`src/rtl/pllCalcPkg.sv`:
```
package pllCalcPkg;
  typedef enum logic [2:0] {
    ST_IDLE, ST_ARM, ST_WPLL, ST_SHS, ST_WHS, ST_SPER, ST_WPER
  } calcState_t;

  typedef struct packed {
    logic capture;   // latch the settings
    logic bypass;    // core = reference
    logic loadPll;   // start PLL division
    logic takeCore;  // core = quotient << shift
    logic loadHs;    // start high-speed division
    logic takeHs;    // hs = quotient
    logic loadPer;   // start peripheral division
    logic takePer;   // publish all results
  } calcStb_t;
endpackage

```
`src/rtl/pllCalcDivider.sv`:
```
module pllCalcDivider #(
  parameter int N  = 32,
  parameter int DW = 16
) (
  input  logic          clk,
  input  logic          rstN,
  input  logic          load,
  input  logic [N-1:0]  dividend,
  input  logic [DW-1:0] divisor,
  output logic [N-1:0]  quotient,
  output logic          divDone
);
  localparam int CW = $clog2(N + 1);

  logic [CW-1:0] cntQ;
  logic          busyQ, doneQ;
  logic [DW-1:0] remQ, divQ, nextRem;
  logic [N-1:0]  quoQ;
  logic [DW:0]   trial, diff;
  logic          ge;

  always_comb begin
    trial   = {remQ, quoQ[N-1]};
    ge      = trial >= {1'b0, divQ};
    diff    = trial - {1'b0, divQ};
    nextRem = ge ? diff[DW-1:0] : trial[DW-1:0];
  end

  always_ff @(posedge clk or negedge rstN) begin
    if (!rstN) begin
      cntQ <= '0; busyQ <= 1'b0; doneQ <= 1'b0;
      remQ <= '0; divQ <= '0; quoQ <= '0;
    end else begin
      doneQ <= 1'b0;
      if (load) begin
        remQ  <= '0;
        quoQ  <= dividend;
        divQ  <= divisor;
        cntQ  <= CW'(N);
        busyQ <= 1'b1;
      end else if (busyQ) begin
        remQ <= nextRem;
        quoQ <= {quoQ[N-2:0], ge};
        cntQ <= cntQ - CW'(1);
        if (cntQ == CW'(1)) begin
          busyQ <= 1'b0;
          doneQ <= 1'b1;
        end
      end
    end
  end

  assign quotient = quoQ;
  assign divDone  = doneQ;

  // control never reloads the shared divider mid-run
  p_load_idle_r5: assert property (@(posedge clk) disable iff (!rstN)
    load |-> !busyQ);
  // a finished restoring division leaves a remainder below the divisor
  p_rem_bound_r5: assert property (@(posedge clk) disable iff (!rstN)
    doneQ |-> (remQ < divQ));
endmodule

```
`src/rtl/pllCalcDatapath.sv`:
```
module pllCalcDatapath
  import pllCalcPkg::*;
#(
  parameter int          FW       = 32,
  parameter int          DW       = 16,
  parameter int          SHIFT    = 10,
  parameter logic [31:0] REF_FAST = 32'd26000000,
  parameter logic [31:0] REF_SLOW = 32'd32768
) (
  input  logic          clk,
  input  logic          rstN,
  input  calcStb_t      stb,
  input  logic [1:0]    refSel,
  input  logic          pllEnable,
  input  logic          forceRef,
  input  logic [3:0]    preDiv,
  input  logic [9:0]    mulDenom,
  input  logic [3:0]    mulInt,
  input  logic [9:0]    mulNumer,
  input  logic [2:0]    hsDiv,
  input  logic [1:0]    perDiv,
  output logic          usePll,
  output logic          divDone,
  output logic [FW-1:0] coreOut,
  output logic [FW-1:0] hsOut,
  output logic [FW-1:0] perOut
);
  localparam logic [FW-1:0] REF_SCALED = FW'(REF_SLOW) << SHIFT;
  localparam logic [3:0]    MI_MIN     = 4'd5;

  logic [1:0]    refSelQ, perQ;
  logic          pllEnQ, forceQ;
  logic [3:0]    pdQ, miQ;
  logic [9:0]    mdQ, mnQ;
  logic [2:0]    hsQ;
  logic [FW-1:0] coreW, hsW;

  logic [FW-1:0] refF, mnExt, term, num, divA, quot;
  logic [3:0]    miEff;
  logic [10:0]   mdEff;
  logic [4:0]    pdEff;
  logic [DW-1:0] den, divB;
  logic          divLoad;

  always_comb begin
    refF  = (refSelQ == 2'b10) ? REF_SCALED : FW'(REF_FAST);
    miEff = (miQ < MI_MIN) ? MI_MIN : miQ;
    mdEff = {1'b0, mdQ} + 11'd1;
    pdEff = {1'b0, pdQ} + 5'd1;
    mnExt = {{(FW-10){mnQ[9]}}, mnQ};
    term  = FW'(miEff) * FW'(mdEff) + mnExt;
    num   = FW'(2) * (refF >> SHIFT) * term;
    den   = DW'(mdEff) * DW'(pdEff);
  end

  assign usePll  = pllEnQ & ~forceQ;
  assign divLoad = stb.loadPll | stb.loadHs | stb.loadPer;

  always_comb begin
    if (stb.loadPll) begin
      divA = num;   divB = den;
    end else if (stb.loadHs) begin
      divA = coreW; divB = DW'(hsQ) + DW'(1);
    end else begin
      divA = hsW;   divB = DW'(perQ) + DW'(1);
    end
  end

  pllCalcDivider #(.N(FW), .DW(DW)) uDiv (
    .clk(clk), .rstN(rstN), .load(divLoad), .dividend(divA),
    .divisor(divB), .quotient(quot), .divDone(divDone)
  );

  always_ff @(posedge clk or negedge rstN) begin
    if (!rstN) begin
      refSelQ <= '0; pllEnQ <= 1'b0; forceQ <= 1'b0;
      pdQ <= '0; miQ <= '0; mdQ <= '0; mnQ <= '0; hsQ <= '0; perQ <= '0;
      coreW <= '0; hsW <= '0; coreOut <= '0; hsOut <= '0; perOut <= '0;
    end else begin
      if (stb.capture) begin
        refSelQ <= refSel; pllEnQ <= pllEnable; forceQ <= forceRef;
        pdQ <= preDiv; miQ <= mulInt; mdQ <= mulDenom; mnQ <= mulNumer;
        hsQ <= hsDiv; perQ <= perDiv;
      end
      if (stb.bypass)   coreW <= refF;
      if (stb.takeCore) coreW <= quot << SHIFT;
      if (stb.takeHs)   hsW   <= quot;
      if (stb.takePer) begin
        coreOut <= coreW;
        hsOut   <= hsW;
        perOut  <= quot;
      end
    end
  end

  // the captured integer field never reaches the formula below the floor
  p_mi_floor_r1: assert property (@(posedge clk) disable iff (!rstN)
    stb.loadPll |-> (miEff >= MI_MIN && den != '0));
endmodule

```
`src/rtl/pllCalcCtrl.sv`:
```
module pllCalcCtrl
  import pllCalcPkg::*;
(
  input  logic     clk,
  input  logic     rstN,
  input  logic     start,
  input  logic     usePll,
  input  logic     divDone,
  output calcStb_t stb,
  output logic     done
);
  calcState_t stateQ, stateD;
  logic       pendQ, doneQ;

  always_comb begin
    stb    = '0;
    stateD = stateQ;
    unique case (stateQ)
      ST_IDLE: if (start || pendQ) begin stb.capture = 1'b1; stateD = ST_ARM; end
      ST_ARM: begin
        if (usePll) begin stb.loadPll = 1'b1; stateD = ST_WPLL; end
        else        begin stb.bypass  = 1'b1; stateD = ST_SHS;  end
      end
      ST_WPLL: if (divDone) begin stb.takeCore = 1'b1; stateD = ST_SHS; end
      ST_SHS:  begin stb.loadHs = 1'b1; stateD = ST_WHS; end
      ST_WHS:  if (divDone) begin stb.takeHs = 1'b1; stateD = ST_SPER; end
      ST_SPER: begin stb.loadPer = 1'b1; stateD = ST_WPER; end
      ST_WPER: if (divDone) begin stb.takePer = 1'b1; stateD = ST_IDLE; end
      default: stateD = ST_IDLE;
    endcase
  end

  always_ff @(posedge clk or negedge rstN) begin
    if (!rstN) begin
      stateQ <= ST_IDLE; pendQ <= 1'b0; doneQ <= 1'b0;
    end else begin
      stateQ <= stateD;
      doneQ  <= stb.takePer;
      if (stateQ == ST_IDLE) pendQ <= 1'b0;
      else if (start)        pendQ <= 1'b1;
    end
  end

  assign done = doneQ;

  // a strobe during a run is remembered
  p_pend_hold_r9: assert property (@(posedge clk) disable iff (!rstN)
    (start && stateQ != ST_IDLE) |=> pendQ);
  // a remembered strobe launches from idle at once
  p_pend_launch_r9: assert property (@(posedge clk) disable iff (!rstN)
    (stateQ == ST_IDLE && pendQ) |=> (stateQ == ST_ARM));
  // a strobe on the publishing edge leaves a pending launch behind
  p_edge_start_r10: assert property (@(posedge clk) disable iff (!rstN)
    (stb.takePer && start) |=> (pendQ && stateQ == ST_IDLE));
  // done is a single-cycle pulse
  p_done_pulse_r6: assert property (@(posedge clk) disable iff (!rstN)
    doneQ |=> !doneQ);
endmodule

```
`src/rtl/pllFreqCalc.sv`:
```
module pllFreqCalc
  import pllCalcPkg::*;
#(
  parameter int FW    = 32,
  parameter int DW    = 16,
  parameter int SHIFT = 10
) (
  input  logic          clk,
  input  logic          rstN,
  input  logic          start,
  input  logic [1:0]    refSel,
  input  logic          pllEnable,
  input  logic          forceRef,
  input  logic [3:0]    preDiv,
  input  logic [9:0]    mulDenom,
  input  logic [3:0]    mulInt,
  input  logic [9:0]    mulNumer,
  input  logic [2:0]    hsDiv,
  input  logic [1:0]    perDiv,
  output logic [FW-1:0] coreFreq,
  output logic [FW-1:0] hsFreq,
  output logic [FW-1:0] perFreq,
  output logic          done
);
  calcStb_t stb;
  logic     usePll, divDone;

  pllCalcCtrl uCtrl (
    .clk(clk), .rstN(rstN), .start(start), .usePll(usePll),
    .divDone(divDone), .stb(stb), .done(done)
  );

  pllCalcDatapath #(.FW(FW), .DW(DW), .SHIFT(SHIFT)) uDp (
    .clk(clk), .rstN(rstN), .stb(stb), .refSel(refSel),
    .pllEnable(pllEnable), .forceRef(forceRef), .preDiv(preDiv),
    .mulDenom(mulDenom), .mulInt(mulInt), .mulNumer(mulNumer),
    .hsDiv(hsDiv), .perDiv(perDiv), .usePll(usePll), .divDone(divDone),
    .coreOut(coreFreq), .hsOut(hsFreq), .perOut(perFreq)
  );

  // results move only together with the done pulse
  p_out_hold_r6: assert property (@(posedge clk) disable iff (!rstN)
    !done |-> $stable({coreFreq, hsFreq, perFreq}));
endmodule

```
`config.mk`:
```
export PLATFORM = sky130hd
export DESIGN_NAME = pllFreqCalc
export DESIGN_NICKNAME = d
export VERILOG_FILES = /design/src/rtl/pllCalcPkg.sv /design/src/rtl/pllCalcDivider.sv /design/src/rtl/pllCalcDatapath.sv /design/src/rtl/pllCalcCtrl.sv /design/src/rtl/pllFreqCalc.sv
export SDC_FILE = /design/constraint.sdc
export NUM_CORES = 1
export LEC_CHECK = 0
export ABC_AREA = 0
export BUFFER_PORTS_ARGS = -buffer_cell sky130_fd_sc_hd__buf_2
export CORE_ASPECT_RATIO = 1.4
export CORE_MARGIN = 5
export CORE_UTILIZATION = 63
export DETAILED_ROUTE_END_ITERATION = 7
export GPL_ROUTABILITY_DRIVEN = 0
export HOLD_SLACK_MARGIN = 0.06
export PLACE_DENSITY = 0.89
export SKIP_LAST_GASP = 1
export SYNTH_ARGS = -nofsm -noshare
export SYNTH_HDL_FRONTEND = slang
export SYNTH_SLANG_ARGS = --single-unit
```
`constraint.sdc`:
```
create_clock -name clk -period 11.7 [get_ports clk]
set_clock_uncertainty 0.15 [all_clocks]
set_input_delay 1.755 -clock clk [delete_from_list [all_inputs] [get_ports clk]]
set_output_delay 1.755 -clock clk [all_outputs]
set_load 0.05 [all_outputs]
```
==> flow_summary.ini <==
[pwr]
max-vdd-ir-drop_uv = 111
p_comb_frac = 0.016
swShare = 0.215
power_density_nw_per_um2 = 80.4
internal-power_mw = 1.43
seqPwrFrac = 0.485
p_clk_frac = 0.499
power.leakage_nw = 12.5
p_switching_uw = 393

[timing]
fin_hold_ws_ns = 0.324
rsz0062_at_grt = false
slew_headroom = 0.170
hold_viol_final = 0
layout_min_cycle_time_ns = 11.13
setup_tns_ns = 0
setup_viol = 0
fmax_mhz = 89.8
drv_slew = 0
timing.final.crit_share = 0.952
worstMarginPinSlew_ns = 1.24

[final_layout]
final_net_count = 2729
final_cell_count_no_fill = 2775
fillers = 2246
areaGrowthSynthToFinish_pct = 9.45
antenna_cells = 0
drive_above_1_share = 0.137

[floorplan]
die-area_sq_um = 36700
rows = 78
io-pin-count = 137
core_area_sq_um = 32500
initial_utilization = 0.638
die_x_um = 163
die_h_um = 225

[worst_setup_path]
worstPathMaxFanout = 15
crit_family = adder cells
critPathLaunchType = flop
cpMaxStageDelayCell = fa_1
path_class = flop to flop
worst-path-buf-inv = 6
crit_top_cell = fa_1
worst_setup_path_end_kind = flop
cp_data_required_time_ns = 11.99
arrival_ns = 11.42
crit_path_max_incr_delay_ns = 0.53

[synth]
synthFlopType = dfrtp_1
ys_top_cells_by_area = dfrtp_1 31%, ha_1 14%, fa_1 13%, nand2_1 7.8%, inv_1 4.3%
synthCells = 2237
ys_types = 78
synth_area_per_cell_sq_um = 9.27
yosys_warnings = 0
synth_edf_count = 0
synth.cell_area_sq_um = 20700
synth.top_cells.by_count = 430 x nand2_1, 256 x dfrtp_1, 237 x inv_1
yosysTopAreaCellShare = 0.309
synth_top_area_cell = dfrtp_1
synth.most_common_cell = nand2_1
synth_seq_area_share = 0.309
synth-seq-cells = 256
async_flop_share = 1.00

[clocking]
root_buffer = clkbuf_16
clkTransAtPathRegs_ns = 0.07
htree_levels = 1
clock_latency_ns = 0.55
cts.sinks = 256
clockBufferDepth = 3
cts_tree = yes
cts_buffers = 25

[global_route]
grt_max_degree = 177
grt_pass1_wl_um = 86100
grt_use_total = 0.285
antenna_found_initial = 0
grt_overflow = 0
grt_pass1_vias = 17800

[detailed_routing]
antenna_left = 0
num_vias = 16800
drt-wirelength-per-cell_um = 18.9
wl_um = 52400
viasPerCell = 6.05
drc = 0
drt-initial-drc-count = 1591
first_pass_iters = 6

[run_status]
status = finished clean

[run]
cap_violations = 0

[placed_design]
dp.cells = 2728
place_hpwl_um = 38400
io_buffers = 128

[worst_hold_path]
hp-class = flop to flop
## registers in the layout, indices dropped and copies added, names as in the netlist, 16 cells and up
register,count
uDp.uDiv.remQ,16
uDp.uDiv.divQ,16
uDp.uDiv.quotient,32
uDp.hsOut,32
uDp.coreW,23
uDp.perOut,32
uDp.hsW,32
uDp.coreOut,23
## stage by stage
| stage | worst slack, ns | area (sq um) | power, mW | util |
|---|---|---|---|---|
| detailed placement | 0.0974 | 21700 | 0.932 | 0.668 |
| global placement | 0.479 | 21700 | 0.932 | 0.668 |
| global route | 0.00429 | 22700 | 1.87 | 0.698 |
| finish | 0.566 | 22700 | 1.82 | 0.698 |
| floorplan | 1.10 | 20800 | 0.910 | - |
| CTS | 0.0855 | 22600 | 1.83 | 0.696 |
## layer usage
layer,vias to the layer above,track usage,part of all wire,routed length (um)
met2,809,0.524,0.52,27400
met3,242,0.0350,0.061,3180
met4,0,0.140,0.056,2950
met1,8247,0.326,0.36,18900
li1,7491,-,-,-
met5,-,0,0,0
## cells by family after synthesis
logic type / share of synthesized area
xor+xnor: 0.0435
buf+inv: 0.0652
flops: 0.309
other cells: 0.000181
simple gates: 0.147
mux: 0.0504
fa+ha+maj: 0.274
compound gates: 0.110
## final cells by class
type,instances,area (sq um),area share
repair buffers,152,843,0.0372
flip-flops and latches,256,6410,0.282
inverters,239,900,0.0396
clock buffers,31,668,0.0294
multi-input cells,1643,13100,0.577
well taps,440,551,0.0243
clock inverters,14,239,0.0105
## worst paths after layout
path / start / end / slack, ns / cells past startpoint
max in group asynchronous: rstN / uDp.miQ[3] / 8.87 / 2
setup / recovery: uDp.miQ[3] / uDp.uDiv.quotient[24] / 0.57 / 43
setup reg to reg: uDp.miQ[3] / uDp.uDiv.quotient[24] / 0.57 / 43
hold reg to reg: uDp.hsOut[13] / uDp.hsOut[13] / 0.32 / 2
hold / removal: uDp.hsOut[13] / uDp.hsOut[13] / 0.32 / 2
min in group asynchronous: rstN / uDp.perOut[1] / 1.04 / 1
## worst min-delay path: stages, from the launching register on
cell,delay [ns]
dfrtp_1,0.34
nand2_1,0.05
nand2_1,0.05
## power by group through the flow
stage	Clock, mW	Sequential, mW	Combinational, mW
after floorplan	0	0.902	0.00777
after global placement	0	0.902	0.0301
after detailed placement	0	0.902	0.0306
after CTS	0.918	0.885	0.0306
after global routing	0.955	0.884	0.0336
final	0.910	0.885	0.0296
## repair_timing
item	4_1_cts	5_1_grt
endpoints found under the setup margin	1	14
hold buffers	0	0
pin swaps	0	1
buffers inserted	0	2
resized for setup	1	13
## cells in the final DEF (no fill, tap or decap), types with 4 or more instances in the layout
master,count
a211oi_1,8
a21o_1,25
a21oi_1,88
a21oi_2,5
a221oi_1,4
a22oi_1,5
a31o_2,4
a31oi_1,19
and2_1,25
and3_1,11
buf_2,127
buf_4,23
bufinv_16,6
clkbuf_1,4
clkbuf_16,25
conb_1,8
dfrtp_1,254
fa_1,137
ha_1,234
inv_1,237
mux2_2,67
mux2i_1,26
nand2_1,430
nand2b_1,27
nand3_1,26
nand4_1,8
nor2_1,117
nor2b_1,19
nor3_1,15
nor4_1,4
o211ai_1,10
o21a_1,7
o21ai_0,93
o21ai_1,4
o21bai_1,27
o22ai_1,16
or2_2,10
xnor2_1,60
xor2_1,41
No activity file was read; power rests on OpenSTA's default activity.
